$ cat config.mk
export PLATFORM = sky130hd
export DESIGN_NAME = dual_reload_timer
export DESIGN_NICKNAME = d
export VERILOG_FILES = /design/src/rtl/drt_pkg.sv /design/src/rtl/drt_edge_sync.sv /design/src/rtl/drt_ctrl_reg.sv /design/src/rtl/drt_count_core.sv /design/src/rtl/dual_reload_timer.sv
export SDC_FILE = /design/constraint.sdc
export NUM_CORES = 1
export LEC_CHECK = 0
export BUFFER_PORTS_ARGS = -buffer_cell sky130_fd_sc_hd__buf_4
export CORE_MARGIN = 4
export CORE_UTILIZATION = 45
export CTS_CLUSTER_SIZE = 16
export DETAILED_ROUTE_END_ITERATION = 8
export PLACE_DENSITY = 0.73
export REMOVE_ABC_BUFFERS = 1
export SLEW_MARGIN = 30
export SYNTH_ARGS = -nofsm -noshare
export SYNTH_HDL_FRONTEND = slang
export SYNTH_SLANG_ARGS = --single-unit
$ cat constraint.sdc
create_clock -name clk -period 2.11 [get_ports clk]
set_clock_uncertainty 0.05 [all_clocks]
set_input_delay 0.211 -clock clk [delete_from_list [all_inputs] [get_ports clk]]
set_output_delay 0.211 -clock clk [all_outputs]
set_load 0.02 [all_outputs]
$ cat src/rtl/drt_pkg.sv
package drt_pkg;

    localparam int unsigned ADDR_W   = 2;
    localparam int unsigned CTRL_W   = 8;
    localparam int unsigned NUM_PINS = 2;

    localparam logic [ADDR_W-1:0] ADDR_COUNT = 2'd0;
    localparam logic [ADDR_W-1:0] ADDR_REG_A = 2'd1;
    localparam logic [ADDR_W-1:0] ADDR_REG_B = 2'd2;
    localparam logic [ADDR_W-1:0] ADDR_CTRL  = 2'd3;

    localparam int unsigned PIN_A = 0;
    localparam int unsigned PIN_B = 1;

    typedef enum logic [2:0] {
        MODE_IDLE  = 3'b000,
        MODE_EVENT = 3'b001,
        MODE_CAPT  = 3'b010,
        MODE_PWM   = 3'b100
    } mode_e;

    // Control word, most significant field first
    typedef struct packed {
        logic [2:0] mode;
        logic       run;
        logic       pend_a;
        logic       en_a;
        logic       pend_b;
        logic       en_b;
    } ctrl_t;

    typedef struct packed {
        logic set_a;
        logic set_b;
    } flag_set_t;

    function automatic mode_e decode_mode(input logic [2:0] raw);
        case (raw)
            3'b100:  return MODE_PWM;
            3'b001:  return MODE_EVENT;
            3'b010:  return MODE_CAPT;
            default: return MODE_IDLE;
        endcase
    endfunction

    function automatic logic irq_of(input ctrl_t c);
        return (c.pend_a & c.en_a) | (c.pend_b & c.en_b);
    endfunction

endpackage

$ cat src/rtl/drt_edge_sync.sv
module drt_edge_sync #(
    parameter int unsigned STAGES = 2
) (
    input  logic clk,
    input  logic rst,
    input  logic din,
    output logic rise
);
    logic [STAGES-1:0] chain_q;
    logic              last_q;

    always_ff @(posedge clk) begin
        if (rst) begin
            chain_q <= '0;
            last_q  <= 1'b0;
        end else begin
            chain_q <= {chain_q[STAGES-2:0], din};
            last_q  <= chain_q[STAGES-1];
        end
    end

    assign rise = chain_q[STAGES-1] & ~last_q;

    // a held-high pin yields a single-cycle pulse
    p_rise_single_r5: assert property (@(posedge clk) disable iff (rst)
        rise |=> !rise);

endmodule

$ cat src/rtl/drt_ctrl_reg.sv
module drt_ctrl_reg
    import drt_pkg::*;
(
    input  logic              clk,
    input  logic              rst,
    input  logic              wr_ctrl,
    input  logic [CTRL_W-1:0] wdata,
    input  flag_set_t         hw_set,
    output ctrl_t             ctrl
);
    ctrl_t ctrl_q;
    ctrl_t ctrl_d;
    ctrl_t wr_view;

    assign wr_view = ctrl_t'(wdata);

    always_comb begin
        ctrl_d = ctrl_q;
        if (wr_ctrl) begin
            ctrl_d.mode   = wr_view.mode;
            ctrl_d.run    = wr_view.run;
            ctrl_d.en_a   = wr_view.en_a;
            ctrl_d.en_b   = wr_view.en_b;
            ctrl_d.pend_a = ctrl_q.pend_a & wr_view.pend_a;
            ctrl_d.pend_b = ctrl_q.pend_b & wr_view.pend_b;
        end
        if (hw_set.set_a) ctrl_d.pend_a = 1'b1;
        if (hw_set.set_b) ctrl_d.pend_b = 1'b1;
    end

    always_ff @(posedge clk) begin
        if (rst) ctrl_q <= '0;
        else     ctrl_q <= ctrl_d;
    end

    assign ctrl = ctrl_q;

    // flags rise only on a hardware set
    p_pend_a_rise_r9: assert property (@(posedge clk) disable iff (rst)
        $rose(ctrl_q.pend_a) |-> $past(hw_set.set_a));
    p_pend_b_rise_r9: assert property (@(posedge clk) disable iff (rst)
        $rose(ctrl_q.pend_b) |-> $past(hw_set.set_b));
    // flags fall only on a clearing write without a competing set
    p_pend_a_fall_r9: assert property (@(posedge clk) disable iff (rst)
        $fell(ctrl_q.pend_a) |-> $past(wr_ctrl && !wdata[3] && !hw_set.set_a));
    p_pend_b_fall_r9: assert property (@(posedge clk) disable iff (rst)
        $fell(ctrl_q.pend_b) |-> $past(wr_ctrl && !wdata[1] && !hw_set.set_b));

endmodule

$ cat src/rtl/drt_count_core.sv
module drt_count_core
    import drt_pkg::*;
#(
    parameter int unsigned CNT_W = 16
) (
    input  logic             clk,
    input  logic             rst,
    input  logic             tick_en,
    input  mode_e            mode,
    input  logic             run,
    input  logic             edge_a,
    input  logic             edge_b,
    input  logic             wr_cnt,
    input  logic             wr_ra,
    input  logic             wr_rb,
    input  logic [CNT_W-1:0] wdata,
    output logic [CNT_W-1:0] cnt_o,
    output logic [CNT_W-1:0] ra_o,
    output logic [CNT_W-1:0] rb_o,
    output flag_set_t        hw_set,
    output logic             pwm_level
);
    logic [CNT_W-1:0] cnt_q, ra_q, rb_q;
    logic [CNT_W-1:0] cnt_d, ra_d, rb_d, reload_val;
    logic             use_b_q, use_b_d, level_q, level_d;
    logic             pwm_act, evt_act, cap_act;
    logic             at_zero, step, uflow;
    logic             cap_a_hit, cap_b_hit;

    assign pwm_act = run && (mode == MODE_PWM);
    assign evt_act = run && (mode == MODE_EVENT);
    assign cap_act = run && (mode == MODE_CAPT);
    assign at_zero = (cnt_q == '0);

    assign step  = (pwm_act && tick_en) || (evt_act && edge_a) || (cap_act && tick_en);
    assign uflow = step && at_zero && (pwm_act || evt_act);

    assign reload_val = (pwm_act && use_b_q) ? rb_q : ra_q;
    assign cap_a_hit  = cap_act && edge_a;
    assign cap_b_hit  = cap_act && edge_b;

    always_comb begin
        cnt_d = cnt_q;
        if (wr_cnt)     cnt_d = wdata;
        else if (uflow) cnt_d = reload_val;
        else if (step)  cnt_d = cnt_q - 1'b1;
    end

    always_comb begin
        ra_d = ra_q;
        if (cap_a_hit)  ra_d = cnt_q;
        else if (wr_ra) ra_d = wdata;
        rb_d = rb_q;
        if (cap_b_hit)  rb_d = cnt_q;
        else if (wr_rb) rb_d = wdata;
    end

    always_comb begin
        use_b_d = use_b_q;
        level_d = level_q;
        if (!pwm_act) begin
            use_b_d = 1'b0;
            level_d = 1'b0;
        end else if (uflow) begin
            use_b_d = ~use_b_q;
            level_d = ~level_q;
        end
    end

    // Counter and companion registers have no reset value
    always_ff @(posedge clk) begin
        cnt_q <= cnt_d;
        ra_q  <= ra_d;
        rb_q  <= rb_d;
    end

    always_ff @(posedge clk) begin
        if (rst) begin
            use_b_q <= 1'b0;
            level_q <= 1'b0;
        end else begin
            use_b_q <= use_b_d;
            level_q <= level_d;
        end
    end

    assign hw_set.set_a = (uflow && !(pwm_act && use_b_q)) || cap_a_hit;
    assign hw_set.set_b = cap_b_hit;

    assign cnt_o     = cnt_q;
    assign ra_o      = ra_q;
    assign rb_o      = rb_q;
    assign pwm_level = level_q;

    // running PWM steps by exactly one per tick away from zero
    p_pwm_step_r2: assert property (@(posedge clk) disable iff (rst)
        $past(pwm_act && tick_en && !at_zero && !wr_cnt) |-> cnt_q == $past(cnt_q) - 1'b1);
    // a stopped counter holds without a bus write
    p_stopped_hold_r2: assert property (@(posedge clk) disable iff (rst)
        $past(!run && !wr_cnt) |-> $stable(cnt_q));
    // output changes inside PWM only at a zero-crossing
    p_level_toggle_r4: assert property (@(posedge clk) disable iff (rst)
        ($past(pwm_act) && pwm_act && level_q != $past(level_q)) |-> $past(tick_en && at_zero));
    // leaving PWM drops the output on the next cycle
    p_level_idle_r4: assert property (@(posedge clk) disable iff (rst)
        !pwm_act |=> !level_q);
    // event counting ignores cycles without a pin edge
    p_event_hold_r5: assert property (@(posedge clk) disable iff (rst)
        $past(evt_act && !edge_a && !wr_cnt) |-> $stable(cnt_q));
    // captures take the prior count
    p_capture_a_r6: assert property (@(posedge clk) disable iff (rst)
        $past(cap_a_hit) |-> ra_q == $past(cnt_q));
    p_capture_b_r6: assert property (@(posedge clk) disable iff (rst)
        $past(cap_b_hit) |-> rb_q == $past(cnt_q));

endmodule

$ cat src/rtl/dual_reload_timer.sv
module dual_reload_timer
    import drt_pkg::*;
#(
    parameter int unsigned CNT_W       = 16,
    parameter int unsigned SYNC_STAGES = 2
) (
    input  logic              clk,
    input  logic              rst,
    input  logic              tick_en,
    input  logic              bus_we,
    input  logic [ADDR_W-1:0] bus_addr,
    input  logic [CNT_W-1:0]  bus_wdata,
    output logic [CNT_W-1:0]  bus_rdata,
    input  logic              pin_a_in,
    input  logic              pin_b_in,
    output logic              pin_a_out,
    output logic              pin_a_oe,
    output logic              irq
);
    localparam int unsigned PAD_W = CNT_W - CTRL_W;

    logic [NUM_PINS-1:0] pin_lvl;
    logic [NUM_PINS-1:0] pin_rise;
    ctrl_t               ctrl;
    mode_e               mode;
    flag_set_t           hw_set;
    logic [CNT_W-1:0]    cnt, reg_a, reg_b;
    logic                wr_cnt, wr_ra, wr_rb, wr_ctrl;

    assign pin_lvl[PIN_A] = pin_a_in;
    assign pin_lvl[PIN_B] = pin_b_in;

    for (genvar g = 0; g < NUM_PINS; g++) begin : g_sync
        drt_edge_sync #(.STAGES(SYNC_STAGES)) u_sync (
            .clk  (clk),
            .rst  (rst),
            .din  (pin_lvl[g]),
            .rise (pin_rise[g])
        );
    end

    assign wr_cnt  = bus_we && (bus_addr == ADDR_COUNT);
    assign wr_ra   = bus_we && (bus_addr == ADDR_REG_A);
    assign wr_rb   = bus_we && (bus_addr == ADDR_REG_B);
    assign wr_ctrl = bus_we && (bus_addr == ADDR_CTRL);

    drt_ctrl_reg u_ctrl (
        .clk     (clk),
        .rst     (rst),
        .wr_ctrl (wr_ctrl),
        .wdata   (bus_wdata[CTRL_W-1:0]),
        .hw_set  (hw_set),
        .ctrl    (ctrl)
    );

    assign mode = decode_mode(ctrl.mode);

    drt_count_core #(.CNT_W(CNT_W)) u_core (
        .clk       (clk),
        .rst       (rst),
        .tick_en   (tick_en),
        .mode      (mode),
        .run       (ctrl.run),
        .edge_a    (pin_rise[PIN_A]),
        .edge_b    (pin_rise[PIN_B]),
        .wr_cnt    (wr_cnt),
        .wr_ra     (wr_ra),
        .wr_rb     (wr_rb),
        .wdata     (bus_wdata),
        .cnt_o     (cnt),
        .ra_o      (reg_a),
        .rb_o      (reg_b),
        .hw_set    (hw_set),
        .pwm_level (pin_a_out)
    );

    always_comb begin
        case (bus_addr)
            ADDR_COUNT: bus_rdata = cnt;
            ADDR_REG_A: bus_rdata = reg_a;
            ADDR_REG_B: bus_rdata = reg_b;
            default:    bus_rdata = {{PAD_W{1'b0}}, ctrl};
        endcase
    end

    assign pin_a_oe = (mode == MODE_PWM);
    assign irq      = irq_of(ctrl);

    // pending B appears only while capture mode runs
    p_pend_b_capture_r7: assert property (@(posedge clk) disable iff (rst)
        $rose(ctrl.pend_b) |-> $past(ctrl.run && mode == MODE_CAPT));
    // no interrupt with both enables off
    p_irq_gate_r10: assert property (@(posedge clk) disable iff (rst)
        (!ctrl.en_a && !ctrl.en_b) |-> !irq);
    // PWM output only driven in PWM mode
    p_out_needs_oe_r4: assert property (@(posedge clk) disable iff (rst)
        (pin_a_out && $past(pin_a_out)) |-> $past(pin_a_oe));

endmodule

==> results of run 1 <==
per-stage QoR:
step / setup WS [ns] / cells / power, mW / utilization (%)
2_1_floorplan: -0.357 / 309 / 1.63 / -
4_1_cts: 0.0145 / 518 / 2.88 / 58.9
3_3_place_gp: 0.0403 / 502 / 1.80 / 56.3
5_1_grt: -0.0957 / 522 / 2.98 / 59.9
3_5_place_dp: -0.0393 / 502 / 1.81 / 56.3
6_report: 0.00212 / 522 / 2.87 / 59.9
state kept, by name, indices dropped and copies added (netlist names):
register               flops
u_core.rb_o               16
u_core.ra_o               16
u_core.cnt_o              16
g_sync.u_sync.last_q       2
u_core.use_b_q             1
u_core.pwm_level           1
g_sync.u_sync.chain_q      4
u_ctrl.ctrl                8
repair_timing:
item                       in CTS  in global routing
setup endpoints to repair       1                 16
buffers inserted                0                  4
pin swaps                       1                  7
gates resized for setup         1                 15
worst max-delay path by stage:
| stage | from | end | slack, ns |
|---|---|---|---|
| after floorplan | u_core.cnt_o[0] | u_core.cnt_o[2] | -0.36 |
| after global placement | u_core.cnt_o[0] | u_core.cnt_o[1] | 0.04 |
| after detailed placement | u_core.cnt_o[1] | u_core.cnt_o[1] | -0.04 |
| after CTS | u_core.cnt_o[1] | u_core.cnt_o[1] | 0.01 |
| after global routing | u_core.cnt_o[1] | u_core.cnt_o[1] | -0.1 |
| final | u_core.cnt_o[1] | u_core.cnt_o[1] | 0.002 |
layout by cell type (no fill, tap or decap), drive strengths merged, types with 2 or more instances in the layout:
master / instances
a21oi: 2
a31oi: 2
and3: 13
buf: 95
clkbuf: 13
clkinv: 2
dfxtp: 16
edfxtp: 48
inv: 2
mux2: 30
mux2i: 16
mux4: 8
nand2: 62
nand2b: 2
nand3: 7
nand3b: 3
nand4: 3
nor2: 19
nor2b: 8
nor3: 4
nor3b: 4
nor4: 6
o21ai: 16
o31ai: 12
xnor2: 13
xor2: 2
layout make-up:
type,count,share of cell area [%]
clock buffers,13,3.40
clock inverters,3,0.856
inverters,2,0.160
well taps,102,2.73
flip-flops and latches,64,37.7
repair buffers,95,15.8
multi-input cells,243,39.4
power breakdown:
group | switching [mW] | internal [mW] | total [mW]
combinational | 0.185 | 0.178 | 0.363
sequential | 0.0251 | 1.40 | 1.43
clock | 0.468 | 0.607 | 1.08
total | 0.678 | 2.19 | 2.87
kinds of logic (layout without fill, tap and decap cells):
kind of cell             after synthesis  after routing
adder cells (fa/ha/maj)                1              1
XOR/XNOR                              15             15
AO/OA/AOI/OAI                         38             38
AND/OR/NAND/NOR                      135            135
flip-flops                            64             64
buffers and inverters                 23            113
multiplexers                          54             54
metal layers:
metal  part of all wire, %  global-route usage (%)  up-vias
li1                      -                       -     1384
met1                    45                    27.5     1398
met2                    48                    31.7       94
met3                   5.7                    2.93       10
met4                   1.1                    6.30        0
met5                     0                       0        -
==> metrics.txt, run 1 <==
status completed; worst relative slew slack 76.6%; CTS root buf clkbuf_8; detailed placer's ending HPWL 6610 µm; Crit. End Element flip-flop; crit-path leading delay family compound AO/OA/AOI/OAI gates; complex-gate fraction of the synthesized area 7.03%; IO Port Bufs 42; worst stage delay on the critical path 0.40 ns; DRT Pass-1 Iters 5; Final ANT Viol Nets 0; top post-synthesis cells by area edfxtp_1, mux2_2, dfxtp_1, nand2_1, mux4_2; crit-path max FO 7; CP arrival 2.26 ns; first-pass GRT wire length 15000 µm; CTS H-tree lvls 3; clk slew on worst S/H paths 0.07 ns; Fin. Hold Viols 0; Synth cell types 45; WL per Instance 18.0 µm; peak supply drop 0.370 mV; die area 0.00966 mm²; Avg Inst Size Synth 11.1 µm²; Row Count 32; Max Transition Viols Final 0; Seq/Total Area, Yosys 48.1%; Slowest-stage cell, CP edfxtp_1; crit path kind reg -> reg; startpoint types flip-flop; nets 440; worst r2r src u_core.cnt_o[1]; register bit total from synthesis 64; Clock Path Buffers 2; post-DR vias/cell 5.53; worst min path class in -> reg; main combinational cell family by area after synthesis simple AND/OR/NAND/NOR gates; period utilization 99.9%; Synth Flop Type edfxtp_1; Mapped Area 0.00367 mm²; via count 2886; leading cell types by count after synthesis nand2_1, edfxtp_1, mux2_2; largest net degree at the start of global routing 22; Post-Layout Inst Area 0.00468 mm²; DRT Wirelength 9390 µm; worst-case reg-to-reg path depth 8; initial antenna violation count 0; Min-Delay Path Depth 2; cts-stage hold buffer count 0; mux cell area share after synthesis 18.5%; RSZ-0062 raised after global routing yes; Max Clock Freq 0.474 GHz; count of flip-flops with a built-in enable after synthesis 48; Tmin final 2.11 ns; crit path buf inv count 2; Core Region 0.00781 mm²; worst skew pair latency 0.34 ns; number of global-route vias before repair 2900; I/O pins 43; total gr overflow 0; final RePlAce weighted congestion 0.843; Diodes inserted 0; CTS buffer count 9; Pwr Density 613 mW/mm²; CP Depth 8; most frequent cell after synthesis nand2_1; WP data required 2.26 ns; layout cell share with drive strength beyond 1 40.2%; synthesis-to-finish area growth 27.6%; storage element area 0.00176 mm²; leakage 1.88 nW; Hold Path Origin pin_a_in; fill cell total of the finished layout 661; Synth Area in Simple Gates 19.5%; total number of yosys warnings 0; worst reg2reg setup slack 0.002 ns; worst slew pin tran 0.346 ns; WHS Endpoint g_sync[0].u_sync.chain_q[0]; Chip Height 98.3 µm; Die X 98.3 µm; area taken by multi-input logic gates 0.00185 mm²; Synth Area in XOR/XNOR 3.58%; Setup TNS 0 ns; Overall Global Routing Usage 19.7%; Starting DRT DRC Count 155; final setup vio count 0; Final Hold Slack 0.0238 ns; Adder-Cell Fraction of Synth Area 0.341%; TritonCTS clock tree yes; reg-to-reg critical path endpoint u_core.cnt_o[1]; DP Area 0.00439 mm²; Sink Count 64; # DRC 0; Starting Density 47.0%; async set or reset register ratio after synthesis 0%; maxcap violations 0; Synth top area share 39.3%; cell taking the most area after synthesis edfxtp_1; CP cell instances inv_2, ha_4, nor3b_4, nand4b_4, a211oi_4, buf_6, mux2_4, o21ai_1; Mapped Cells 330
Power figures use the tool's default switching activity.
==> run 2, diff against run 1 <==
--- a/config.mk
+++ b/config.mk
@@ -7,10 +7,10 @@
 export LEC_CHECK = 0
 export BUFFER_PORTS_ARGS = -buffer_cell sky130_fd_sc_hd__buf_4
 export CORE_MARGIN = 4
-export CORE_UTILIZATION = 45
+export CORE_UTILIZATION = 40
 export CTS_CLUSTER_SIZE = 16
 export DETAILED_ROUTE_END_ITERATION = 8
-export PLACE_DENSITY = 0.73
+export PLACE_DENSITY = 0.67
 export REMOVE_ABC_BUFFERS = 1
 export SLEW_MARGIN = 30
 export SYNTH_ARGS = -nofsm -noshare
==> run 2 against run 1 <==
Net effect:
- register-to-register slack about the same
- sequential cell count unchanged
- highest routed layer unchanged
- setup slack about the same
- cell count increased by 1.1%
- clock power decreased by 12%
- critical path type unchanged
- critical endpoint is now u_core.cnt_o[6]
- first-iteration DRC count increased by 53%
- largest power group unchanged
- largest cell class unchanged
- hold slack improved by 0.0039 ns
- fmax about the same
==> metrics.txt, run 2 (synthesized netlist as in run 1, its figures left out) <==
detailed placer's ending HPWL 7000 µm; Diodes inserted 0; peak supply drop 0.337 mV; Slowest-stage cell, CP edfxtp_1; IO Port Bufs 42; crit-path leading delay family simple AND/OR/NAND/NOR gates; CTS buffer count 9; worst slew pin tran 0.346 ns; worst min path class in -> reg; worst stage delay on the critical path 0.41 ns; period utilization 99.9%; fill cell total of the finished layout 776; crit path kind reg -> reg; startpoint types flip-flop; WP data required 2.14 ns; non-filler cells, final 528; CTS root buf clkbuf_8; Row Count 34; Max Transition Viols Final 0; clk slew on worst S/H paths 0.07 ns; DRT Pass-1 Iters 5; final setup vio count 0; Sink Count 64; via count 2912; CTS H-tree lvls 3; Max Clock Freq 0.474 GHz; worst skew pair latency 0.34 ns; maxcap violations 0; Pwr Density 589 mW/mm²; Min-Delay Path Depth 2; initial antenna violation count 0; Die X 104 µm; worst relative slew slack 76.6%; total gr overflow 0; Clock Path Buffers 2; final RePlAce weighted congestion 0.846; Tmin final 2.11 ns; Core Region 0.00881 mm²; Starting DRT DRC Count 237; most common cell after layout, fill and taps aside buf_4; DRT Wirelength 9990 µm; Chip Height 104 µm; most frequent cells in the layout buf_4, nand2_1, edfxtp_1; largest net degree at the start of global routing 30; die area 0.0108 mm²; nets 440; final core utilization 52.9%; WL per Instance 18.9 µm; most used cell, CP buf_6; # DRC 0; TritonCTS clock tree yes; first-pass GRT wire length 15900 µm; placed insts 509; number of global-route vias before repair 2921; leakage 1.87 nW; post-DR vias/cell 5.52; cts-stage hold buffer count 0; Starting Density 41.6%; Crit. End Element flip-flop; Final ANT Viol Nets 0; synthesis-to-finish area growth 27.0%; Fin. Hold Viols 0; CP cell instances inv_2, ha_4, nor3b_4, nand4b_4, a211oi_4, buf_6, buf_6, and3_2, o31ai_1; I/O pins 43; RSZ-0062 raised after global routing yes; crit path buf inv count 3; crit-path max FO 5; layout cell share with drive strength beyond 1 39.0%; Overall Global Routing Usage 18.9%; worst-case reg-to-reg path depth 9; status completed; CP Depth 9; CP arrival 2.14 ns
run 2: cell types whose count changed in the layout (fill, tap and decap cells not counted), moves of 2 or more:
cell	before	now
clkbuf_1	2	4
clkinv_2	2	0
o21ai_1	2	0
o31ai_1	10	12
o31ai_2	2	0
run 2: per-stage QoR:
stage,cell area [µm²],TNS (ns),setup slack (ns),hold WS (ns),power [mW]
global route,4660,-0.375,-0.0637,0.0402,2.85
global placement,4420,0,0.0315,0.370,1.81
floorplan,3560,-6.46,-0.357,0.230,1.63
detailed placement,4420,-0.0309,-0.0309,0.377,1.82
CTS,4610,0,0.0229,0.0178,2.76
finish,4660,0,0.00178,0.0277,2.74
run 2: worst paths after layout:
| check | start | endpoint | slack, ns |
|---|---|---|---|
| worst max-delay path | u_core.cnt_o[0] | u_core.cnt_o[6] | 0.002 |
| worst min-delay path | pin_a_in | g_sync[0].u_sync.chain_q[0] | 0.03 |
| worst max register to register | u_core.cnt_o[0] | u_core.cnt_o[6] | 0.002 |
| worst min register to register | g_sync[0].u_sync.chain_q[0] | g_sync[0].u_sync.chain_q[1] | 0.39 |
run 2: area by class of cell:
type / instances / area [µm²] / share of cell area, %
multi-input cells: 243 / 1830 / 39.4
inverters: 2 / 7.51 / 0.161
flip-flops and latches: 64 / 1760 / 37.8
well taps: 108 / 135 / 2.90
repair buffers: 95 / 749 / 16.1
clock inverters: 1 / 3.75 / 0.0806
clock buffers: 15 / 166 / 3.57
run 2: layer usage:
layer  GRT usage (%)  up-vias  wire (µm)
met2            30.8      102       4720
met4            6.46        0         76
met1            25.5     1413       4480
met5               0        -          0
met3            3.30       13        702
li1                -     1384          -
run 2: what timing repair did:
item	CTS	global route
endpoints found under the setup margin	1	8
buffers inserted	1	2
gates resized for setup	2	10
pin swaps	1	3
run 2: report_power, final:
| part | internal, mW | leakage [nW] | total (mW) | switching [mW] |
|---|---|---|---|---|
| logic | 0.177 | 1.21 | 0.364 | 0.187 |
| registers | 1.40 | 0.572 | 1.43 | 0.0271 |
| clock network | 0.490 | 0.0854 | 0.946 | 0.457 |
| total | 2.07 | 1.87 | 2.74 | 0.671 |
==> run 3, diff against run 2 <==
--- a/config.mk
+++ b/config.mk
@@ -10,6 +10,7 @@
 export CORE_UTILIZATION = 40
 export CTS_CLUSTER_SIZE = 16
 export DETAILED_ROUTE_END_ITERATION = 8
+export GPL_TIMING_DRIVEN = 0
 export PLACE_DENSITY = 0.67
 export REMOVE_ABC_BUFFERS = 1
 export SLEW_MARGIN = 30
==> constraint.sdc (replaced) <==
create_clock -name clk -period 2.11 [get_ports clk]
set_clock_uncertainty 0.05 [all_clocks]
set_input_delay 0.5275 -clock clk [delete_from_list [all_inputs] [get_ports clk]]
set_output_delay 0.5275 -clock clk [all_outputs]
set_load 0.02 [all_outputs]
==> run 3 against run 2 <==
Net effect:
- the run now ends with setup timing left
- clock-buffer cell count fell by 3
- sequential share of layout area down 0.79 points
- total power is 8.7% higher
- sequential power barely moved
- clock power up 26%
- wire length up 1.7%
- global-route usage down 0.14 points
- sequential cell count unchanged
- utilization up 1.2 points
- critical path type unchanged
- largest power group unchanged
==> metrics.txt, run 3 (synthesized netlist as in run 1, its figures left out) <==
clk slew on worst S/H paths 0.08 ns; synthesis-to-finish area growth 29.9%; Row Count 34; CP cell instances inv_2, ha_4, nor3b_4, nand4b_4, a211oi_4, buf_6, mux2_2, o21ai_1; nets 428; fill cell total of the finished layout 728; Final WS setup -0.0963 ns; Core Region 0.00881 mm²; Pwr Density 626 mW/mm²; placed insts 466; period utilization 105%; Final ANT Viol Nets 0; DRT Pass-1 Iters 6; post-DR vias/cell 5.73; worst skew pair latency 0.35 ns; worst stage delay on the critical path 0.44 ns; detailed placer's ending HPWL 6020 µm; Fin. Hold Viols 0; Max Transition Viols Final 0; via count 2959; crit path buf inv count 2; worst-case reg-to-reg path depth 8; Clock Path Buffers 2; final RePlAce weighted congestion 0.761; most frequent cells in the layout buf_4, nand2_1, edfxtp_1; Tmin final 2.21 ns; largest net degree at the start of global routing 23; maxcap violations 0; # DRC 0; reg-to-reg critical path endpoint u_core.cnt_o[1]; most common cell after layout, fill and taps aside buf_4; Chip Height 104 µm; worst min path class in -> reg; Overall Global Routing Usage 18.8%; IO Port Bufs 42; final setup vio count 16; crit-path leading delay family simple AND/OR/NAND/NOR gates; crit path kind reg -> reg; initial antenna violation count 0; leakage 1.87 nW; Starting DRT DRC Count 290; final core utilization 54.1%; CP arrival 2.36 ns; worst slew pin tran 0.581 ns; peak supply drop 0.328 mV; CTS root buf clkbuf_8; Die X 104 µm; CTS buffer count 9; Slowest-stage cell, CP edfxtp_1; startpoint types flip-flop; WL per Instance 19.7 µm; Starting Density 41.6%; worst relative slew slack 61.2%; Sink Count 64; layout cell share with drive strength beyond 1 42.4%; Min-Delay Path Depth 2; status complete, but fails checks; Crit. End Element flip-flop; Diodes inserted 0; worst reg2reg setup slack -0.1 ns; die area 0.0108 mm²; WP data required 2.26 ns; WHS Endpoint g_sync[0].u_sync.chain_q[0]; DRT Wirelength 10200 µm; non-filler cells, final 516; worst r2r src u_core.cnt_o[1]; failing checks setup timing; number of global-route vias before repair 2972; crit-path max FO 4; TritonCTS clock tree yes; Max Clock Freq 0.453 GHz; RSZ-0062 raised after global routing yes; I/O pins 43; first-pass GRT wire length 16000 µm; Power Total 2.98 mW; CTS H-tree lvls 3; total gr overflow 0; Hold Path Origin pin_a_in
==> run 3: cell count changes in the layout (fill, tap and decap cells not counted), sizes merged <==
| cell | before | now |
|---|---|---|
| buf | 95 | 82 |
| clkinv | 1 | 3 |
| bufinv | 0 | 1 |
| nor2b | 8 | 9 |
| clkbuf | 15 | 12 |
==> run 3: per-stage QoR <==
step	hold slack (ns)	setup slack, ns	area, µm²	setup TNS, ns
after floorplan	0.364	-0.589	3560	-9.98
after detailed placement	0.370	-0.867	4090	-39.81
after global routing	0.338	-0.140	4760	-1.75
final	0.338	-0.0963	4760	-0.768
after global placement	0.370	-1.90	4020	-88.60
after CTS	0.328	-0.0464	4600	-0.124
==> run 3: area by class of cell <==
| class | count | area (µm²) | share of cell area (%) |
|---|---|---|---|
| multi-input cells | 244 | 1930 | 40.6 |
| flip-flops and latches | 64 | 1760 | 37.0 |
| repair buffers | 82 | 697 | 14.6 |
| clock buffers | 12 | 176 | 3.70 |
| well taps | 108 | 135 | 2.84 |
| clock inverters | 4 | 48.8 | 1.02 |
| inverters | 2 | 7.51 | 0.158 |
==> run 3: how the worst max path moves through the flow <==
stage	slack, ns	depth (start not counted)	startpoint	to
final	-0.1	8	u_core.cnt_o[1]	u_core.cnt_o[1]
after global routing	-0.14	9	u_core.cnt_o[1]	u_core.cnt_o[3]
after CTS	-0.05	3	u_core.cnt_o[0]	bus_rdata[0]
after detailed placement	-0.87	8	u_core.cnt_o[0]	u_core.cnt_o[1]
after global placement	-1.90	3	bus_addr[0]	u_core.cnt_o[0]
after floorplan	-0.59	2	bus_addr[0]	u_core.cnt_o[0]
==> run 3: power breakdown <==
part	internal, mW	leakage, nW	switching, mW	total, mW
Clock	0.680	0.117	0.507	1.19
Sequential	1.40	0.573	0.0379	1.44
Combinational	0.172	1.18	0.180	0.352
Total	2.26	1.87	0.725	2.98
==> run 3: what timing repair did <==
item                                    in CTS  in global routing
resized for setup                           28                 15
pin swaps                                    3                  8
setup buffers                               21                 12
endpoints found under the setup margin      93                 48
cloned                                       1                  0
hold buffers                                 0                  0
==> run 3: routing by layer <==
| layer | part of all wire (%) | vias to the layer above | GRT usage, % |
|---|---|---|---|
| met5 | 0 | - | 0 |
| met4 | 1.4 | 0 | 6.55 |
| met3 | 7.3 | 15 | 3.05 |
| met2 | 48 | 136 | 29.7 |
| met1 | 44 | 1451 | 26.3 |
| li1 | - | 1357 | - |
